--- src/rtl/wbdc_pkg.sv ---
package wbdc_pkg;
  typedef enum logic [2:0] {
    ST_FLUSH = 3'd0,
    ST_IDLE  = 3'd1,
    ST_COMP  = 3'd2,
    ST_WBACK = 3'd3,
    ST_FILL  = 3'd4,
    ST_UPD   = 3'd5
  } wbdc_state_e;
endpackage

--- src/rtl/wbdc_tag_store.sv ---
module wbdc_tag_store #(
  parameter int SETS  = 8,
  parameter int TAG_W = 5,
  localparam int IDX_W = $clog2(SETS)
) (
  input  logic             clk,
  input  logic             rst_n,
  input  logic [IDX_W-1:0] rd_idx,
  output logic             rd_valid,
  output logic             rd_dirty,
  output logic [TAG_W-1:0] rd_tag,
  input  logic             clr_en,
  input  logic [IDX_W-1:0] clr_idx,
  input  logic             fill_en,
  input  logic [IDX_W-1:0] fill_idx,
  input  logic [TAG_W-1:0] fill_tag,
  input  logic             dirty_en,
  input  logic [IDX_W-1:0] dirty_idx
);
  logic [SETS-1:0]  valid_q;
  logic [SETS-1:0]  dirty_q;
  logic [TAG_W-1:0] tag_q [SETS];

  always_ff @(posedge clk) begin
    for (int s = 0; s < SETS; s++) begin
      if (clr_en && clr_idx == IDX_W'(s)) begin
        valid_q[s] <= 1'b0;
        dirty_q[s] <= 1'b0;
      end else if (fill_en && fill_idx == IDX_W'(s)) begin
        valid_q[s] <= 1'b1;
        dirty_q[s] <= 1'b0;
        tag_q[s]   <= fill_tag;
      end else if (dirty_en && dirty_idx == IDX_W'(s)) begin
        dirty_q[s] <= 1'b1;
      end
    end
  end

  assign rd_valid = valid_q[rd_idx];
  assign rd_dirty = dirty_q[rd_idx];
  assign rd_tag   = tag_q[rd_idx];

  // a refilled line is valid and clean
  p_fill_clean_r6: assert property (@(posedge clk) disable iff (!rst_n)
    fill_en |=> (valid_q[$past(fill_idx)] && !dirty_q[$past(fill_idx)]));

  // a merged store marks its line dirty
  p_store_dirty_r8: assert property (@(posedge clk) disable iff (!rst_n)
    (dirty_en && !fill_en && !clr_en) |=> dirty_q[$past(dirty_idx)]);
endmodule

--- src/rtl/wbdc_line_store.sv ---
module wbdc_line_store #(
  parameter int SETS       = 8,
  parameter int LINE_WORDS = 4,
  parameter int WORD_W     = 32,
  localparam int IDX_W  = $clog2(SETS),
  localparam int WOFF_W = $clog2(LINE_WORDS),
  localparam int BYTES  = WORD_W / 8,
  localparam int DEPTH  = SETS * LINE_WORDS
) (
  input  logic              clk,
  input  logic              rst_n,
  input  logic [IDX_W-1:0]  rd_set,
  input  logic [WOFF_W-1:0] rd_word,
  output logic [WORD_W-1:0] rd_data,
  input  logic              wr_en,
  input  logic [IDX_W-1:0]  wr_set,
  input  logic [WOFF_W-1:0] wr_word,
  input  logic [WORD_W-1:0] wr_data,
  input  logic [BYTES-1:0]  wr_be
);
  logic [WORD_W-1:0] words_q [DEPTH];
  logic [IDX_W+WOFF_W-1:0] wa;
  logic [WORD_W-1:0] old_word;
  logic [WORD_W-1:0] merged;

  assign wa       = {wr_set, wr_word};
  assign old_word = words_q[wa];

  for (genvar b = 0; b < BYTES; b++) begin : g_merge
    assign merged[b*8 +: 8] = wr_be[b] ? wr_data[b*8 +: 8] : old_word[b*8 +: 8];
  end

  always_ff @(posedge clk) begin
    if (wr_en) words_q[wa] <= merged;
  end

  assign rd_data = words_q[{rd_set, rd_word}];

  // a byte lane outside the mask keeps its old contents
  p_merge_keep_r7: assert property (@(posedge clk) disable iff (!rst_n)
    (wr_en && !wr_be[0]) |=> (words_q[$past(wa)][7:0] == $past(old_word[7:0])));
endmodule

--- src/rtl/wbdc_ctrl.sv ---
module wbdc_ctrl
  import wbdc_pkg::*;
#(
  parameter int SETS       = 8,
  parameter int LINE_WORDS = 4,
  localparam int IDX_W  = $clog2(SETS),
  localparam int WOFF_W = $clog2(LINE_WORDS)
) (
  input  logic              clk,
  input  logic              rst_n,
  input  logic              req_rd,
  input  logic              req_wr,
  input  logic              hit,
  input  logic              victim_dirty,
  input  logic              mem_stall,
  output wbdc_state_e       state,
  output logic [WOFF_W-1:0] beat,
  output logic [IDX_W-1:0]  flush_idx,
  output logic              clr_en,
  output logic              fill_word_en,
  output logic              fill_done,
  output logic              latch_en,
  output logic              upd_en,
  output logic              cpu_stall,
  output logic              mem_rd,
  output logic              mem_wr
);
  localparam logic [WOFF_W-1:0] LAST_BEAT = WOFF_W'(LINE_WORDS - 1);
  localparam logic [IDX_W-1:0]  LAST_SET  = IDX_W'(SETS - 1);

  wbdc_state_e       state_q, state_d;
  logic [WOFF_W-1:0] beat_q, beat_d;
  logic [IDX_W-1:0]  flush_q, flush_d;
  logic              req, beat_go, beat_en, flush_en;

  assign req     = req_rd | req_wr;
  assign beat_go = (state_q == ST_WBACK || state_q == ST_FILL) && !mem_stall;

  always_comb begin
    state_d      = state_q;
    clr_en       = 1'b0;
    fill_word_en = 1'b0;
    fill_done    = 1'b0;
    latch_en     = 1'b0;
    upd_en       = 1'b0;
    cpu_stall    = 1'b1;
    mem_rd       = 1'b0;
    mem_wr       = 1'b0;
    case (state_q)
      ST_FLUSH: begin
        clr_en = 1'b1;
        if (flush_q == LAST_SET) state_d = ST_IDLE;
      end
      ST_IDLE: begin
        cpu_stall = req;
        if (req) state_d = ST_COMP;
      end
      ST_COMP: begin
        cpu_stall = req && !hit;
        if (!req)              state_d = ST_IDLE;
        else if (hit) begin
          if (req_wr) begin
            latch_en = 1'b1;
            state_d  = ST_UPD;
          end
        end
        else if (victim_dirty) state_d = ST_WBACK;
        else                   state_d = ST_FILL;
      end
      ST_WBACK: begin
        mem_wr = 1'b1;
        if (!mem_stall && beat_q == LAST_BEAT) state_d = ST_FILL;
      end
      ST_FILL: begin
        mem_rd       = 1'b1;
        fill_word_en = !mem_stall;
        if (!mem_stall && beat_q == LAST_BEAT) begin
          fill_done = 1'b1;
          state_d   = req ? ST_COMP : ST_IDLE;
        end
      end
      ST_UPD: begin
        upd_en  = 1'b1;
        state_d = req ? ST_COMP : ST_IDLE;
      end
      default: state_d = ST_IDLE;
    endcase
  end

  always_comb begin
    beat_en = 1'b0;
    beat_d  = beat_q;
    if (state_q == ST_COMP) begin
      beat_en = 1'b1;
      beat_d  = '0;
    end else if (beat_go) begin
      beat_en = 1'b1;
      beat_d  = beat_q + 1'b1;
    end
    flush_en = (state_q == ST_FLUSH);
    flush_d  = flush_q + 1'b1;
  end

  always_ff @(posedge clk or negedge rst_n) begin
    if (!rst_n) begin
      state_q <= ST_FLUSH;
      beat_q  <= '0;
      flush_q <= '0;
    end else begin
      state_q <= state_d;
      if (beat_en)  beat_q  <= beat_d;
      if (flush_en) flush_q <= flush_d;
    end
  end

  assign state     = state_q;
  assign beat      = beat_q;
  assign flush_idx = flush_q;

  // the CPU is held during the reset sweep
  p_flush_stall_r1: assert property (@(posedge clk) disable iff (!rst_n)
    (state_q == ST_FLUSH) |-> cpu_stall);

  // a request seen in idle gets a tag check next cycle
  p_idle_wake_r2: assert property (@(posedge clk) disable iff (!rst_n)
    (state_q == ST_IDLE && req) |=> (state_q == ST_COMP));

  // a held beat keeps its number
  p_beat_hold_r4: assert property (@(posedge clk) disable iff (!rst_n)
    ((state_q == ST_FILL || state_q == ST_WBACK) && mem_stall) |=> $stable(beat_q));

  // the last write-back beat hands over to the refill
  p_wback_then_fill_r5: assert property (@(posedge clk) disable iff (!rst_n)
    (state_q == ST_WBACK && !mem_stall && beat_q == LAST_BEAT) |=> (state_q == ST_FILL));

  // a pending request after the merge goes straight to a tag check
  p_upd_chain_r9: assert property (@(posedge clk) disable iff (!rst_n)
    (state_q == ST_UPD && req) |=> (state_q == ST_COMP));

  // memory strobes are exclusive
  p_strobe_excl_r10: assert property (@(posedge clk) disable iff (!rst_n)
    !(mem_rd && mem_wr));
endmodule

--- src/rtl/wbdc_top.sv ---
module wbdc_top
  import wbdc_pkg::*;
#(
  parameter int ADDR_W     = 12,
  parameter int WORD_W     = 32,
  parameter int LINE_WORDS = 4,
  parameter int SETS       = 8,
  localparam int BYTES  = WORD_W / 8,
  localparam int BOFF_W = $clog2(BYTES),
  localparam int WOFF_W = $clog2(LINE_WORDS),
  localparam int IDX_W  = $clog2(SETS),
  localparam int TAG_W  = ADDR_W - IDX_W - WOFF_W - BOFF_W
) (
  input  logic              clk,
  input  logic              rst_n,
  input  logic [ADDR_W-1:0] cpu_addr,
  input  logic [WORD_W-1:0] cpu_wdata,
  input  logic [BYTES-1:0]  cpu_mask,
  input  logic              cpu_rd,
  input  logic              cpu_wr,
  output logic [WORD_W-1:0] cpu_rdata,
  output logic              cpu_stall,
  output logic [ADDR_W-1:0] mem_addr,
  output logic [WORD_W-1:0] mem_wdata,
  output logic [BYTES-1:0]  mem_mask,
  output logic              mem_rd,
  output logic              mem_wr,
  input  logic [WORD_W-1:0] mem_rdata,
  input  logic              mem_stall
);
  logic [1:0] rst_pipe_q;
  logic       rst_sync_n;

  always_ff @(posedge clk or negedge rst_n) begin
    if (!rst_n) rst_pipe_q <= 2'b00;
    else        rst_pipe_q <= {rst_pipe_q[0], 1'b1};
  end
  assign rst_sync_n = rst_pipe_q[1];

  logic [TAG_W-1:0]  req_tag;
  logic [IDX_W-1:0]  req_idx;
  logic [WOFF_W-1:0] req_word;
  logic              unused_boff;
  assign req_tag     = cpu_addr[ADDR_W-1 -: TAG_W];
  assign req_idx     = cpu_addr[BOFF_W+WOFF_W +: IDX_W];
  assign req_word    = cpu_addr[BOFF_W +: WOFF_W];
  assign unused_boff = ^cpu_addr[BOFF_W-1:0];

  wbdc_state_e       state;
  logic [WOFF_W-1:0] beat;
  logic [IDX_W-1:0]  flush_idx;
  logic clr_en, fill_word_en, fill_done, latch_en, upd_en;
  logic rd_valid, rd_dirty, hit, victim_dirty;
  logic [TAG_W-1:0] rd_tag;

  assign hit          = rd_valid && (rd_tag == req_tag);
  assign victim_dirty = rd_valid && rd_dirty;

  logic [IDX_W-1:0]  upd_idx_q;
  logic [WOFF_W-1:0] upd_word_q;
  logic [WORD_W-1:0] upd_data_q;
  logic [BYTES-1:0]  upd_be_q;

  always_ff @(posedge clk) begin
    if (latch_en) begin
      upd_idx_q  <= req_idx;
      upd_word_q <= req_word;
      upd_data_q <= cpu_wdata;
      upd_be_q   <= cpu_mask;
    end
  end

  wbdc_ctrl #(.SETS(SETS), .LINE_WORDS(LINE_WORDS)) ctrl_i (
    .clk(clk), .rst_n(rst_sync_n),
    .req_rd(cpu_rd), .req_wr(cpu_wr), .hit(hit), .victim_dirty(victim_dirty),
    .mem_stall(mem_stall), .state(state), .beat(beat), .flush_idx(flush_idx),
    .clr_en(clr_en), .fill_word_en(fill_word_en), .fill_done(fill_done),
    .latch_en(latch_en), .upd_en(upd_en), .cpu_stall(cpu_stall),
    .mem_rd(mem_rd), .mem_wr(mem_wr)
  );

  wbdc_tag_store #(.SETS(SETS), .TAG_W(TAG_W)) tags_i (
    .clk(clk), .rst_n(rst_sync_n),
    .rd_idx(req_idx), .rd_valid(rd_valid), .rd_dirty(rd_dirty), .rd_tag(rd_tag),
    .clr_en(clr_en), .clr_idx(flush_idx),
    .fill_en(fill_done), .fill_idx(req_idx), .fill_tag(req_tag),
    .dirty_en(upd_en), .dirty_idx(upd_idx_q)
  );

  logic [WOFF_W-1:0] line_rd_word;
  logic [WORD_W-1:0] line_rd_data;
  logic              line_wr_en;
  logic [IDX_W-1:0]  line_wr_set;
  logic [WOFF_W-1:0] line_wr_word;
  logic [WORD_W-1:0] line_wr_data;
  logic [BYTES-1:0]  line_wr_be;

  assign line_rd_word = (state == ST_WBACK) ? beat : req_word;
  assign line_wr_en   = fill_word_en | upd_en;
  assign line_wr_set  = fill_word_en ? req_idx   : upd_idx_q;
  assign line_wr_word = fill_word_en ? beat      : upd_word_q;
  assign line_wr_data = fill_word_en ? mem_rdata : upd_data_q;
  assign line_wr_be   = fill_word_en ? {BYTES{1'b1}} : upd_be_q;

  wbdc_line_store #(.SETS(SETS), .LINE_WORDS(LINE_WORDS), .WORD_W(WORD_W)) lines_i (
    .clk(clk), .rst_n(rst_sync_n),
    .rd_set(req_idx), .rd_word(line_rd_word), .rd_data(line_rd_data),
    .wr_en(line_wr_en), .wr_set(line_wr_set), .wr_word(line_wr_word),
    .wr_data(line_wr_data), .wr_be(line_wr_be)
  );

  assign cpu_rdata = line_rd_data;
  assign mem_wdata = mem_wr ? line_rd_data : '0;
  assign mem_mask  = mem_wr ? {BYTES{1'b1}} : '0;

  always_comb begin
    mem_addr = '0;
    if (mem_wr)      mem_addr = {rd_tag,  req_idx, beat, {BOFF_W{1'b0}}};
    else if (mem_rd) mem_addr = {req_tag, req_idx, beat, {BOFF_W{1'b0}}};
  end

  // a completed load hit leaves memory quiet
  p_hit_quiet_r3: assert property (@(posedge clk) disable iff (!rst_sync_n)
    (cpu_rd && !cpu_stall) |-> (!mem_rd && !mem_wr));

  // write beats carry a full mask
  p_wr_full_mask_r10: assert property (@(posedge clk) disable iff (!rst_sync_n)
    mem_wr |-> (mem_mask == {BYTES{1'b1}}));
endmodule

--- config.mk ---
export PLATFORM = sky130hd
export DESIGN_NAME = wbdc_top
export DESIGN_NICKNAME = d
export VERILOG_FILES = /design/src/rtl/wbdc_pkg.sv /design/src/rtl/wbdc_tag_store.sv /design/src/rtl/wbdc_line_store.sv /design/src/rtl/wbdc_ctrl.sv /design/src/rtl/wbdc_top.sv
export SDC_FILE = /design/constraint.sdc
export NUM_CORES = 2
export LEC_CHECK = 0
export BUFFER_PORTS_ARGS = -buffer_cell sky130_fd_sc_hd__buf_4
export CORE_MARGIN = 4
export CORE_UTILIZATION = 55
export CTS_CLUSTER_DIAMETER = 100
export DETAILED_ROUTE_END_ITERATION = 7
export GPL_TIMING_DRIVEN = 1
export PLACE_DENSITY = 0.72
export SLEW_MARGIN = 0
export SYNTH_ARGS = -nofsm -noshare
export SYNTH_HDL_FRONTEND = slang
export SYNTH_SLANG_ARGS = --single-unit
--- constraint.sdc ---
create_clock -name clk -period 5.9 [get_ports clk]
set_input_delay 0 -clock clk [delete_from_list [all_inputs] [get_ports clk]]
set_output_delay 0 -clock clk [all_outputs]
set_load 0.005 [all_outputs]
==> impl_metrics.ini <==
[final_layout]
syn2layout_area_growth_pct = 14.6
final_cell_mix = edfxtp_1, nand2_1, buf_4
final_common_cell = edfxtp_1
final_area_um2 = 50900
drive_above_1_share = 0.220
finish.net_count = 2802
fill_cells = 5245
seq_area_um2 = 33800
multi_input_area_um2 = 10000

[clock_tree]
htreeDepth = 3
clk_pin_slew_worst_paths_ps = 60
clock_path_buffers = 3
cts_inserted_buffers = 107
clk_latency_ps = 670
cts_resized = 0
cts_root_buffer = clkbuf_16
cts_tree = built
post-cts-setup-buffers = 0
hold_buffers = 53
cts_sinks = 1131

[detailed_routing]
avgRoutedWirePerCell_um = 27.8
firstDrtPassIters = 5
antenna_left = 0
drc = 0
vias = 24500
drtIter0Drc = 2839
drt-vias-per-instance = 6.34
drt-total-wl_um = 107000

[min_path]
hold_path.class = in -> reg

[sta]
max_freq_mhz = 209
fin_crit_sh = 0.812
min_period_ps = 4790
max_slew_margin = 0.173
worst_clock_skew_ps = 33.7
tightestPinTransition_ps = 1240
fin_tns_setup_ps = 0
rsz0062_at_grt = false
hold_violations = 0
final_max_slew_viol_count = 0
setup-violations-final = 0

[critical_path]
crit_fanout = 28
endpoint_kind = primary output
cp_slowest_cell = dfrtp_1
cp_cell_sequence = nand3b_4, mux2i_4, and2_2, buf_4, a32oi_1, and3_1, a31oi_1, a31oi_1, buf_4
required_ps = 5900
path_buf_inv = 2
crit_arrival_ps = 4790
worstSetupPathType = reg -> out
max_stage_delay_ps = 750
critPathTopFamily = simple AND/OR/NAND/NOR gates
start_kind = register

[yosys]
synth_enable_flop_cells = 1105
syn_area_um2 = 44400
seq_area_frac_synth = 0.759
syn-instance-count = 2482
synth_top_area_share = 0.747
ys_ff_latch = 1131
yosysTopAreaCell = edfxtp_1
synth-async-reset-ratio = 0.00884
synth_cell_types = 60
synth-main-ff-cell = edfxtp_1
yosysWarnings = 0
synth_area_leaders = edfxtp_1, mux4_2, nand2_1
syn_area_per_cell_um2 = 17.9

[die]
initial_core_util = 0.559
die_y_um = 292
pin_count = 168
die_w_um = 292
design.die.area_um2 = 85400
rows = 103
coreArea_um2 = 79500

[placement]
place.gp.congestion = 0.838
placed_cell_area_um2 = 46800
io_buffers = 163
dp_hpwl_um = 65900

[global_routing]
grt_pass1_wl_um = 158000
grt_usage = 0.248
grt_max_degree = 100
grt_pass1_vias = 24400
antenna_found_initial = 4
overflow = 0

[run_status]
outcome = finished, final reports clean

[power_and_ir_drop]
leakage_nw = 16.6
irDropWorstVdd_mv = 0.249
power.density_nw_per_um2 = 361
total_power_mw = 18.4

[run]
maxCapViolations = 0
==> worst register-to-register path, cell delays in order (launching register included) <==
cell and delay, ps:
dfrtp_1 750, nor4_4 110, buf_4 270, o31ai_1 960, nand2_1 690, nor2_1 890
==> per-stage QoR <==
stage / cells / utilization / worst slack, ps / hold WS, ps
floorplan: 2483 / - / 2680 / -296
global placement: 3598 / 0.588 / 1950 / -216
detailed placement: 3598 / 0.588 / 1880 / -214
CTS: 3853 / 0.640 / 1140 / 13.3
global route: 3854 / 0.641 / 906 / 39.2
finish: 3857 / 0.641 / 1110 / 49.7
==> cells by family (layout without fill, tap and decap cells) <==
family / count (synthesis) / count (layout) / synth area share
flops: 1131 / 1131 / 0.759
compound gates: 252 / 252 / 0.0434
other cells: 2 / 7 / 0.000169
xor+xnor: 7 / 7 / 0.00138
simple gates: 653 / 653 / 0.0651
fa+ha+maj: 7 / 7 / 0.00197
mux: 278 / 278 / 0.112
buf+inv: 152 / 472 / 0.0169
==> cell usage after synthesis (all sizes together) (16+ instances only) <==
master,instances
edfxtp,1105
nand2,293
mux4,169
nor2,164
buf,86
a22oi,80
nand3,78
mux2i,70
a32oi,66
clkbuf,59
nand4,53
mux2,39
a31oi,22
a21oi,18
dfxtp,16
==> routing by layer <==
layer	track usage	up-vias	share of wire
met4	0.0855	0	0.033
met1	0.355	12500	0.40
met3	0.0499	195	0.095
li1	-	10400	-
met2	0.389	1322	0.48
met5	0	-	0
==> path summary, 6_finish.rpt <==
| kind | startpoint | endpoint | slack [ps] | cells after the start |
|---|---|---|---|---|
| worst max-delay path | ctrl_i.state[0] | mem_wdata[7] | 1110 | 9 |
| worst min-delay path | cpu_wdata[11] | upd_data_q[11] | 50 | 2 |
| worst max register to register | ctrl_i.state[0] | lines_i.words_q[0][20] | 1870 | 5 |
| worst min register to register | rst_pipe_q[1] | ctrl_i.beat[1] | 140 | 0 |
| max in group asynchronous | rst_pipe_q[1] | ctrl_i.state[0] | 5480 | 0 |
| min in group asynchronous | rst_pipe_q[1] | ctrl_i.beat[1] | 140 | 0 |
==> flip-flops by register name (all words and copies together) (netlist names) <==
| signal | cells |
|---|---|
| tags_i.valid_q | 8 |
| upd_data_q | 32 |
| upd_idx_q | 3 |
| lines_i.words_q | 1024 |
| upd_word_q | 2 |
| tags_i.tag_q | 40 |
| ctrl_i.state | 3 |
| tags_i.dirty_q | 8 |
| ctrl_i.beat | 2 |
| rst_pipe_q | 2 |
| ctrl_i.flush_idx | 3 |
| upd_be_q | 4 |
==> final cells by class <==
cell class / instances / area share
diodes: 4 / 0.000197
clock buffers: 125 / 0.0545
clock inverters: 77 / 0.0164
inverters: 7 / 0.000516
multi-input cells: 1200 / 0.197
flip-flops and latches: 1131 / 0.663
well taps: 1050 / 0.0258
repair buffers: 263 / 0.0428
==> power by group <==
group | switching [mW] | leakage, nW | internal [mW]
clock network | 2.97 | 1.75 | 4.02
logic | 1.41 | 4.63 | 0.943
registers | 0.0984 | 10.2 | 8.96
(Power assumes the default switching activity.)
